===== src/rtl/wptr_pkg.sv =====
// Shared encodings for the window pointer controller.
// Assumes: request and trap codes are 3 bits wide.
package wptr_pkg;
    typedef enum logic [2:0] {
        OP_SAVE    = 3'd0,
        OP_RESTORE = 3'd1,
        OP_RETT    = 3'd2,
        OP_WR_SW   = 3'd3,
        OP_WR_WIM  = 3'd4
    } wop_e;

    typedef enum logic [2:0] {
        TC_NONE  = 3'd0,
        TC_OVER  = 3'd1,
        TC_UNDER = 3'd2,
        TC_ILL   = 3'd3
    } tcode_e;

    // Status word bit positions
    localparam int SW_ET  = 5;
    localparam int SW_PS  = 6;
    localparam int SW_S   = 7;
    localparam int SW_PIL = 8;
    localparam int SW_EF  = 12;
    localparam int SW_ICC = 20;
    localparam int SW_VER = 24;
endpackage


===== src/rtl/wptr_step.sv =====
// Computes the neighbouring windows of a pointer on a ring of NW windows.
// Assumes: cur is always below NW.
module wptr_step #(
    parameter int NW = 8,
    localparam int CW = (NW > 2) ? $clog2(NW) : 1
) (
    input  logic [CW-1:0] cur,
    output logic [CW-1:0] up,
    output logic [CW-1:0] down
);
    localparam logic [CW-1:0] LAST = CW'(NW - 1);

    // Wrap-around increment and decrement
    always_comb begin
        up   = (cur == LAST) ? '0 : cur + CW'(1);
        down = (cur == '0) ? LAST : cur - CW'(1);
    end
endmodule


===== src/rtl/wptr_sw_pack.sv =====
// Assembles the status word from live state fields.
// Assumes: window pointer fits in 5 bits (NW <= 32).
module wptr_sw_pack
    import wptr_pkg::*;
#(
    parameter int         CW      = 3,
    parameter logic [7:0] VERSION = 8'hA5
) (
    input  logic [CW-1:0] cwp,
    input  logic          et,
    input  logic          ps,
    input  logic          s,
    input  logic [3:0]    pil,
    input  logic          ef,
    input  logic [3:0]    icc,
    output logic [31:0]   word
);
    // Place each field at its bit position, all else zero
    always_comb begin
        word                     = '0;
        word[4:0]                = 5'(cwp);
        word[SW_ET]              = et;
        word[SW_PS]              = ps;
        word[SW_S]               = s;
        word[SW_PIL +: 4]        = pil;
        word[SW_EF]              = ef;
        word[SW_ICC +: 4]        = icc;
        word[SW_VER +: 8]        = VERSION;
    end
endmodule


===== src/rtl/window_ptr_ctrl.sv =====
// Window pointer and invalid-mask controller. One request per cycle;
// moves wrap modulo NW, invalid destinations trap without state change.
// Assumes: 2 <= NW <= 32, synchronous active-low reset.
module window_ptr_ctrl
    import wptr_pkg::*;
#(
    parameter int         NW      = 8,
    parameter logic [7:0] VERSION = 8'hA5,
    localparam int        CW      = (NW > 2) ? $clog2(NW) : 1
) (
    input  logic          clk,
    input  logic          rst_n,
    input  logic          req_valid,
    input  logic [2:0]    req_op,
    input  logic [31:0]   wr_data,
    output logic [CW-1:0] cwp,
    output logic [NW-1:0] wim,
    output logic          trap_valid,
    output logic [2:0]    trap_code,
    output logic [31:0]   status_rd
);
    logic [CW-1:0] cwp_q, cwp_d, w_up, w_dn;
    logic [NW-1:0] wim_q, wim_d;
    logic          et_q, et_d, s_q, s_d, ps_q, ps_d, ef_q, ef_d;
    logic [3:0]    pil_q, pil_d, icc_q, icc_d;
    logic          trap_d;
    tcode_e        code_d;
    logic [2:0]    code_q;
    logic          trap_q;

    wptr_step #(.NW(NW)) u_step (.cur(cwp_q), .up(w_up), .down(w_dn));

    wptr_sw_pack #(.CW(CW), .VERSION(VERSION)) u_pack (
        .cwp(cwp_q), .et(et_q), .ps(ps_q), .s(s_q), .pil(pil_q),
        .ef(ef_q), .icc(icc_q), .word(status_rd)
    );

    // Decide next state and trap for the current request
    always_comb begin
        cwp_d = cwp_q; wim_d = wim_q; et_d = et_q; s_d = s_q; ps_d = ps_q;
        ef_d = ef_q; pil_d = pil_q; icc_d = icc_q;
        trap_d = 1'b0; code_d = TC_NONE;
        if (req_valid) begin
            case (req_op)
                OP_SAVE: begin
                    if (wim_q[w_dn]) begin
                        trap_d = 1'b1; code_d = TC_OVER;
                    end else begin
                        cwp_d = w_dn;
                    end
                end
                OP_RESTORE: begin
                    if (wim_q[w_up]) begin
                        trap_d = 1'b1; code_d = TC_UNDER;
                    end else begin
                        cwp_d = w_up;
                    end
                end
                OP_RETT: begin
                    if (et_q) begin
                        trap_d = 1'b1; code_d = TC_ILL;
                    end else if (wim_q[w_up]) begin
                        trap_d = 1'b1; code_d = TC_UNDER;
                    end else begin
                        cwp_d = w_up; et_d = 1'b1; s_d = ps_q;
                    end
                end
                OP_WR_SW: begin
                    if (int'(wr_data[4:0]) >= NW) begin
                        trap_d = 1'b1; code_d = TC_ILL;
                    end else begin
                        cwp_d = CW'(wr_data[4:0]);
                        et_d  = wr_data[SW_ET];
                        ps_d  = wr_data[SW_PS];
                        s_d   = wr_data[SW_S];
                        pil_d = wr_data[SW_PIL +: 4];
                        ef_d  = wr_data[SW_EF];
                        icc_d = wr_data[SW_ICC +: 4];
                    end
                end
                OP_WR_WIM: wim_d = wr_data[NW-1:0];
                default: ;
            endcase
        end
    end

    // Register state and the one-cycle trap pulse
    always_ff @(posedge clk) begin
        if (!rst_n) begin
            cwp_q <= '0; wim_q <= '0; et_q <= 1'b0; s_q <= 1'b1; ps_q <= 1'b0;
            ef_q <= 1'b0; pil_q <= '0; icc_q <= '0;
            trap_q <= 1'b0; code_q <= TC_NONE;
        end else begin
            cwp_q <= cwp_d; wim_q <= wim_d; et_q <= et_d; s_q <= s_d; ps_q <= ps_d;
            ef_q <= ef_d; pil_q <= pil_d; icc_q <= icc_d;
            trap_q <= trap_d; code_q <= code_d;
        end
    end

    assign cwp        = cwp_q;
    assign wim        = wim_q;
    assign trap_valid = trap_q;
    assign trap_code  = code_q;
endmodule


===== config.mk =====
export PLATFORM = sky130hd
export DESIGN_NAME = window_ptr_ctrl
export DESIGN_NICKNAME = d
export VERILOG_FILES = /design/src/rtl/wptr_pkg.sv /design/src/rtl/wptr_step.sv /design/src/rtl/wptr_sw_pack.sv /design/src/rtl/window_ptr_ctrl.sv
export SDC_FILE = /design/constraint.sdc
export NUM_CORES = 1
export LEC_CHECK = 0
export BUFFER_PORTS_ARGS = -buffer_cell sky130_fd_sc_hd__buf_2
export CAP_MARGIN = 20
export CORE_UTILIZATION = 50
export CTS_BUF_LIST = sky130_fd_sc_hd__clkbuf_4 sky130_fd_sc_hd__clkbuf_8
export CTS_CLUSTER_SIZE = 16
export DETAILED_ROUTE_END_ITERATION = 16
export PLACE_DENSITY = 0.95
export SYNTH_ARGS = -nofsm -noshare
export SYNTH_HDL_FRONTEND = slang
export SYNTH_SLANG_ARGS = --single-unit

===== constraint.sdc =====
create_clock -name clk -period 3.34 [get_ports clk]
set_input_delay 0 -clock clk [delete_from_list [all_inputs] [get_ports clk]]
set_output_delay 0 -clock clk [all_outputs]
set_load 0.05 [all_outputs]

==> flow_summary.json, run 1 <==
{
  "status": "completed",
  "drive_gt1_share_pct": 25.41,
  "synth-edff-count": 0,
  "dieHeight_um": 59.28,
  "grt_usage_pct": 22.74,
  "synth_area_leaders": "dfxtp_1 (32%), buf_4 (11%), mux2i_1 (8.5%)",
  "antenna_found_initial": 0,
  "viasPerCell": 5.174,
  "tightest_slew_ps": 669.5,
  "synth_top_area_cell": "dfxtp_1",
  "clock_skew_ps": 3.492,
  "setup.worst_path.end": "cwp[2]",
  "final_core_util_pct": 64.59,
  "grt_max_degree": 28,
  "worstPathArrival_ps": 3110,
  "place_congestion": 0.9440,
  "dp_slack_ps": 666.8,
  "critPathKind": "reg -> reg",
  "synthCells": 192,
  "cts_inserted_buffers": 3,
  "ios": 85,
  "num_rows": 20,
  "syn2layout_area_growth_pct": 21.21,
  "grt_pass1_vias": 1344,
  "drt-total-wl_um": 3774,
  "leakagePower_nw": 0.8740,
  "syn_avg_cell_area_um2": 8.543,
  "wl_per_cell_um": 13.10,
  "ys.warnings.count": 0,
  "clock-sinks": 26,
  "maxSlewViolCount": 0,
  "synth_flop_cell": "dfxtp_1",
  "coreArea_mm2": 0.003078,
  "clockBufferDepth": 2,
  "initialDrtViolationCount": 48,
  "post_cts_resized": 0,
  "crit_path_cell_trace": "inv_1, ha_1, inv_4, a2111oi_1, or4_1, o31ai_2, nor4_2, mux2i_1",
  "grt_setup_unrepaired": "no",
  "reg2reg_slack_ps": 490,
  "io_buffers": 51,
  "path_clk_slew_ps": 140,
  "slew_headroom_pct": 55.20,
  "placedInstanceArea_mm2": 0.001765,
  "cts_tree": "done",
  "dieArea_mm2": 0.003514,
  "nets": 287,
  "grt_pass1_wl_um": 6085,
  "peakVddDrop_mv": 0.2414,
  "slowest_stage": "dfxtp_1",
  "grt_overflow_total": 0,
  "clock_latency_ps": 320,
  "hold_viol": 0,
  "synth_area_mm2": 0.001640,
  "setup_tns_ps": 0,
  "post-route-min-period_ps": 2854,
  "r2r-start": "cwp[0]",
  "startpoint": "cwp[0]",
  "antenna_left": 0,
  "num_vias": 1490,
  "initial_utilization_pct": 53.29,
  "critPathLaunchType": "flop",
  "drc": 0,
  "dp_cells": 267,
  "finalSetupViolations": 0,
  "maxCapViolations": 0,
  "final_cells": 288,
  "async_reset_ff_share_pct": 0,
  "power_density_mw_per_mm2": 391.7,
  "design_area_mm2": 0.001988,
  "root_buffer": "clkbuf_4",
  "setup_ws_ps": 485.9,
  "period_share_pct": 85.45,
  "num_antenna_cells": 0,
  "synth-seq-cells": 26,
  "dp_hpwl_um": 2568,
  "max_freq_mhz": 350.4,
  "hold_path.class": "in -> reg",
  "dieWidth_um": 59.28,
  "synth_top_area_share_pct": 31.73,
  "reg2reg_depth": 8,
  "critPathCaptureType": "flop",
  "r2r-end": "cwp[2]",
  "crit_fanout": 12,
  "slowest_delay_ps": 620,
  "synth.distinct_cells": 40,
  "yosysSeqAreaShare_pct": 31.73,
  "required_ps": 3600,
  "dr.pass1.iters": 4,
  "h-tree-depth": 1
}
-- final cells by class --
class	count	area (um2)
clock buffers	3	22.52
clock inverters	1	30.03
fillers	226	1090
inverters	7	28.78
multi-input cells	139	905.9
flip-flops and latches	26	520.5
well taps	44	55.05
repair buffers	68	425.4
-- per-stage QoR --
stage / power [mW] / hold slack, ps
after detailed placement: 0.5489 / 246.5
final: 0.7787 / 19.52
after global placement: 0.5458 / 240.5
after floorplan: 0.5354 / 134.9
after global routing: 0.8103 / 27.50
after CTS: 0.7774 / 5.579
-- worst max-delay path, delay by kind of cell (launching register included) --
kind | cells | cell delay (ps)
compound gates | 2 | 640
flops | 1 | 620
simple gates | 2 | 570
fa+ha+maj | 1 | 540
mux | 1 | 230
buf+inv | 2 | 180
-- what timing repair did --
action / in CTS / in global routing
setup buffers: 0 / 0
endpoints found under the hold margin: 19 / 0
endpoints found under the setup margin: 0 / 0
hold buffers: 17 / 0
-- how the worst min path moves through the flow --
| stage | start | slack [ps] | end | cells past startpoint |
|---|---|---|---|---|
| 6_report | req_valid | 20 | trap_code[1] | 3 |
| 5_1_grt | req_valid | 30 | trap_valid | 3 |
| 4_1_cts | req_valid | 6 | trap_code[1] | 3 |
| 3_5_place_dp | wr_data[8] | 250 | pil_q[0] | 3 |
| 3_3_place_gp | wr_data[12] | 240 | ef_q | 3 |
| 2_1_floorplan | wr_data[12] | 130 | ef_q | 2 |
-- registers in the layout, summed over array words and instances, names as in the netlist --
name        flops
trap_code       2
trap_valid      1
wim             8
ef_q            1
ps_q            1
pil_q           4
et_q            1
cwp             3
icc_q           4
s_q             1
-- placed cells by master (no fill, tap or decap), drive strengths merged, types with 2 or more instances in the layout --
| cell | count |
|---|---|
| o21ai | 14 |
| ha | 4 |
| or4 | 2 |
| nand2 | 18 |
| buf | 51 |
| dfxtp | 26 |
| nor4 | 2 |
| nand2b | 3 |
| conb | 18 |
| dlygate4sd3 | 17 |
| o221ai | 2 |
| a21oi | 6 |
| mux2i | 14 |
| inv | 7 |
| o31ai | 2 |
| a2111oi | 4 |
| nor2b | 10 |
| o21a | 5 |
| a21boi | 10 |
| clkbuf | 3 |
| nor2 | 9 |
| nand3 | 4 |
-- Yosys cell counts, types with 2 or more instances --
master and n:
buf_4 25, o21a_1 5, a21boi_1 10, or4_1 2, nor2b_1 10, o21ai_0 12
a21oi_1 6, o21ai_1 2, conb_1 2, ha_1 4, nand2_1 18, clkbuf_1 8
a2111oi_1 4, dfxtp_1 26, nand2b_1 3, nand3_1 4, mux2i_1 14, buf_6 2
o221ai_1 2, inv_1 6, nor2_1 8
-- cells by family (layout without fill, tap and decap cells) --
| group | count (synthesis) | count (layout) | share of synthesized area, % |
|---|---|---|---|
| other cells | 2 | 18 | 0.4578 |
| buf+inv | 43 | 79 | 16.70 |
| flops | 26 | 26 | 31.73 |
| simple gates | 53 | 53 | 16.78 |
| mux | 16 | 16 | 10.60 |
| fa+ha+maj | 4 | 4 | 3.051 |
| xor+xnor | 1 | 1 | 0.9919 |
| compound gates | 47 | 47 | 19.68 |
-- metal layers --
| layer | wire (um) | GRT usage, % | vias up |
|---|---|---|---|
| li1 | - | - | 726 |
| met1 | 1633 | 29.02 | 698 |
| met2 | 1933 | 38.68 | 62 |
| met3 | 167 | 3.275 | 4 |
| met4 | 40 | 8.503 | 0 |
| met5 | 0 | 0 | - |
-- report_power, final --
group          total [mW]  internal (mW)  switching [mW]
Clock               0.215          0.121          0.0938
Combinational       0.234         0.0718           0.162
Sequential          0.330          0.319          0.0109
Power figures use the tool's default switching activity.
==> run 2: changes to the inputs <==
- CORE_ASPECT_RATIO: unset -> 0.75
==> flow_summary.json, run 2 (synthesis gave the netlist of run 1 again) <==
{
  "status": "completed",
  "startpoint": "cwp[0]",
  "grt_usage_pct": 22.01,
  "viasPerCell": 5.225,
  "reg2reg_slack_ps": 580,
  "r2r-start": "cwp[0]",
  "coreArea_mm2": 0.003020,
  "dieArea_mm2": 0.003516,
  "setup.worst_path.end": "cwp[2]",
  "crit_fanout": 12,
  "drive_gt1_share_pct": 26.16,
  "design_area_mm2": 0.001913,
  "leakagePower_nw": 0.8455,
  "worstPathArrival_ps": 2960,
  "initialDrtViolationCount": 44,
  "dieWidth_um": 68.14,
  "hold_path.class": "in -> reg",
  "nets": 280,
  "clock_latency_ps": 270,
  "antenna_left": 0,
  "cts_inserted_buffers": 3,
  "ios": 85,
  "post_cts_resized": 0,
  "maxSlewViolCount": 0,
  "grt_pass1_wl_um": 5761,
  "wl_per_cell_um": 13.21,
  "postCtsSetupBuffers": 0,
  "critPathKind": "reg -> reg",
  "power_density_mw_per_mm2": 395.1,
  "grt_setup_unrepaired": "no",
  "critPathLaunchType": "flop",
  "place_congestion": 1.024,
  "setup_tns_ps": 0,
  "syn2layout_area_growth_pct": 16.63,
  "reg2reg_depth": 8,
  "max_freq_mhz": 362.3,
  "clockBufferDepth": 2,
  "path_clk_slew_ps": 90,
  "largest_reg_flops": 8,
  "io_buffers": 51,
  "initial_utilization_pct": 54.31,
  "period_share_pct": 82.64,
  "tightest_slew_ps": 653.7,
  "grt_max_degree": 28,
  "dp_cells": 261,
  "maxCapViolations": 0,
  "r2r-end": "cwp[2]",
  "ctsHoldBuffers": 10,
  "required_ps": 3540,
  "finalSetupViolations": 0,
  "peakVddDrop_mv": 0.2608,
  "root_buffer": "clkbuf_8",
  "dieHeight_um": 51.61,
  "hold_viol": 0,
  "grt_overflow_total": 0,
  "grt_pass1_vias": 1260,
  "h-tree-depth": 1,
  "hold_ws_ps": 5.141,
  "dp_hpwl_um": 2534,
  "antenna_found_initial": 0,
  "final_core_util_pct": 63.34,
  "final_common_cell": "buf_2",
  "clock_skew_ps": 2.432,
  "num_rows": 17,
  "post-route-min-period_ps": 2760,
  "drc": 0,
  "slew_headroom_pct": 56.26,
  "layout_common_cells": "buf_2 (51), dfxtp_1 (26), nand2_1 (18), conb_1 (18), mux2i_1 (14)",
  "dr.pass1.iters": 4,
  "critPathCaptureType": "flop",
  "num_antenna_cells": 0,
  "placedInstanceArea_mm2": 0.001758,
  "num_vias": 1437,
  "final_cells": 275,
  "clock-sinks": 26,
  "drt-total-wl_um": 3634,
  "cts_tree": "done"
}
## run 2: area by class of cell
type	instances	area (um2)
inverters	7	28.78
well taps	38	47.55
clock buffers	4	55.05
multi-input cells	139	905.9
fillers	231	1107
flip-flops and latches	26	520.5
repair buffers	61	355.3
## run 2: per-layer routing
layer | part of all wire [%] | global-route usage [%] | up-vias
met2 | 49 | 35.95 | 60
li1 | - | - | 707
met3 | 7.6 | 5.921 | 4
met1 | 43 | 28.30 | 666
met4 | 0.55 | 5.903 | 0
met5 | 0 | 0 | -
## run 2: per-stage QoR
step / setup slack (ps) / total power, mW
final: 579.8 / 0.7559
after global routing: 342.6 / 0.7910
after CTS: 599.0 / 0.7562
after detailed placement: 623.5 / 0.5490
after global placement: 726.4 / 0.5452
after floorplan: 713.5 / 0.5354
## run 2: worst min path at each step
stage                      startpoint  endpoint  slack (ps)  cells past startpoint
after global placement    wr_data[11]  pil_q[3]         240                      3
after detailed placement  wr_data[11]  pil_q[3]         250                      3
after global routing       wr_data[2]    wim[2]           6                      3
after CTS                  wr_data[7]    wim[7]         0.1                      3
final                      wr_data[1]    wim[1]           5                      3
after floorplan           wr_data[12]      ef_q         130                      2
## run 2: worst max-delay path: stages, from the launching register on
cell,delay (ps)
dfxtp_1,620
inv_1,130
ha_1,530
inv_4,60
a2111oi_1,450
or4_1,250
o31ai_2,90
nor4_2,330
mux2i_1,240
## run 2: where the power goes
part | internal (mW) | total (mW) | switching, mW
clock | 0.105 | 0.202 | 0.0970
combinational | 0.0663 | 0.224 | 0.157
sequential | 0.318 | 0.330 | 0.0113
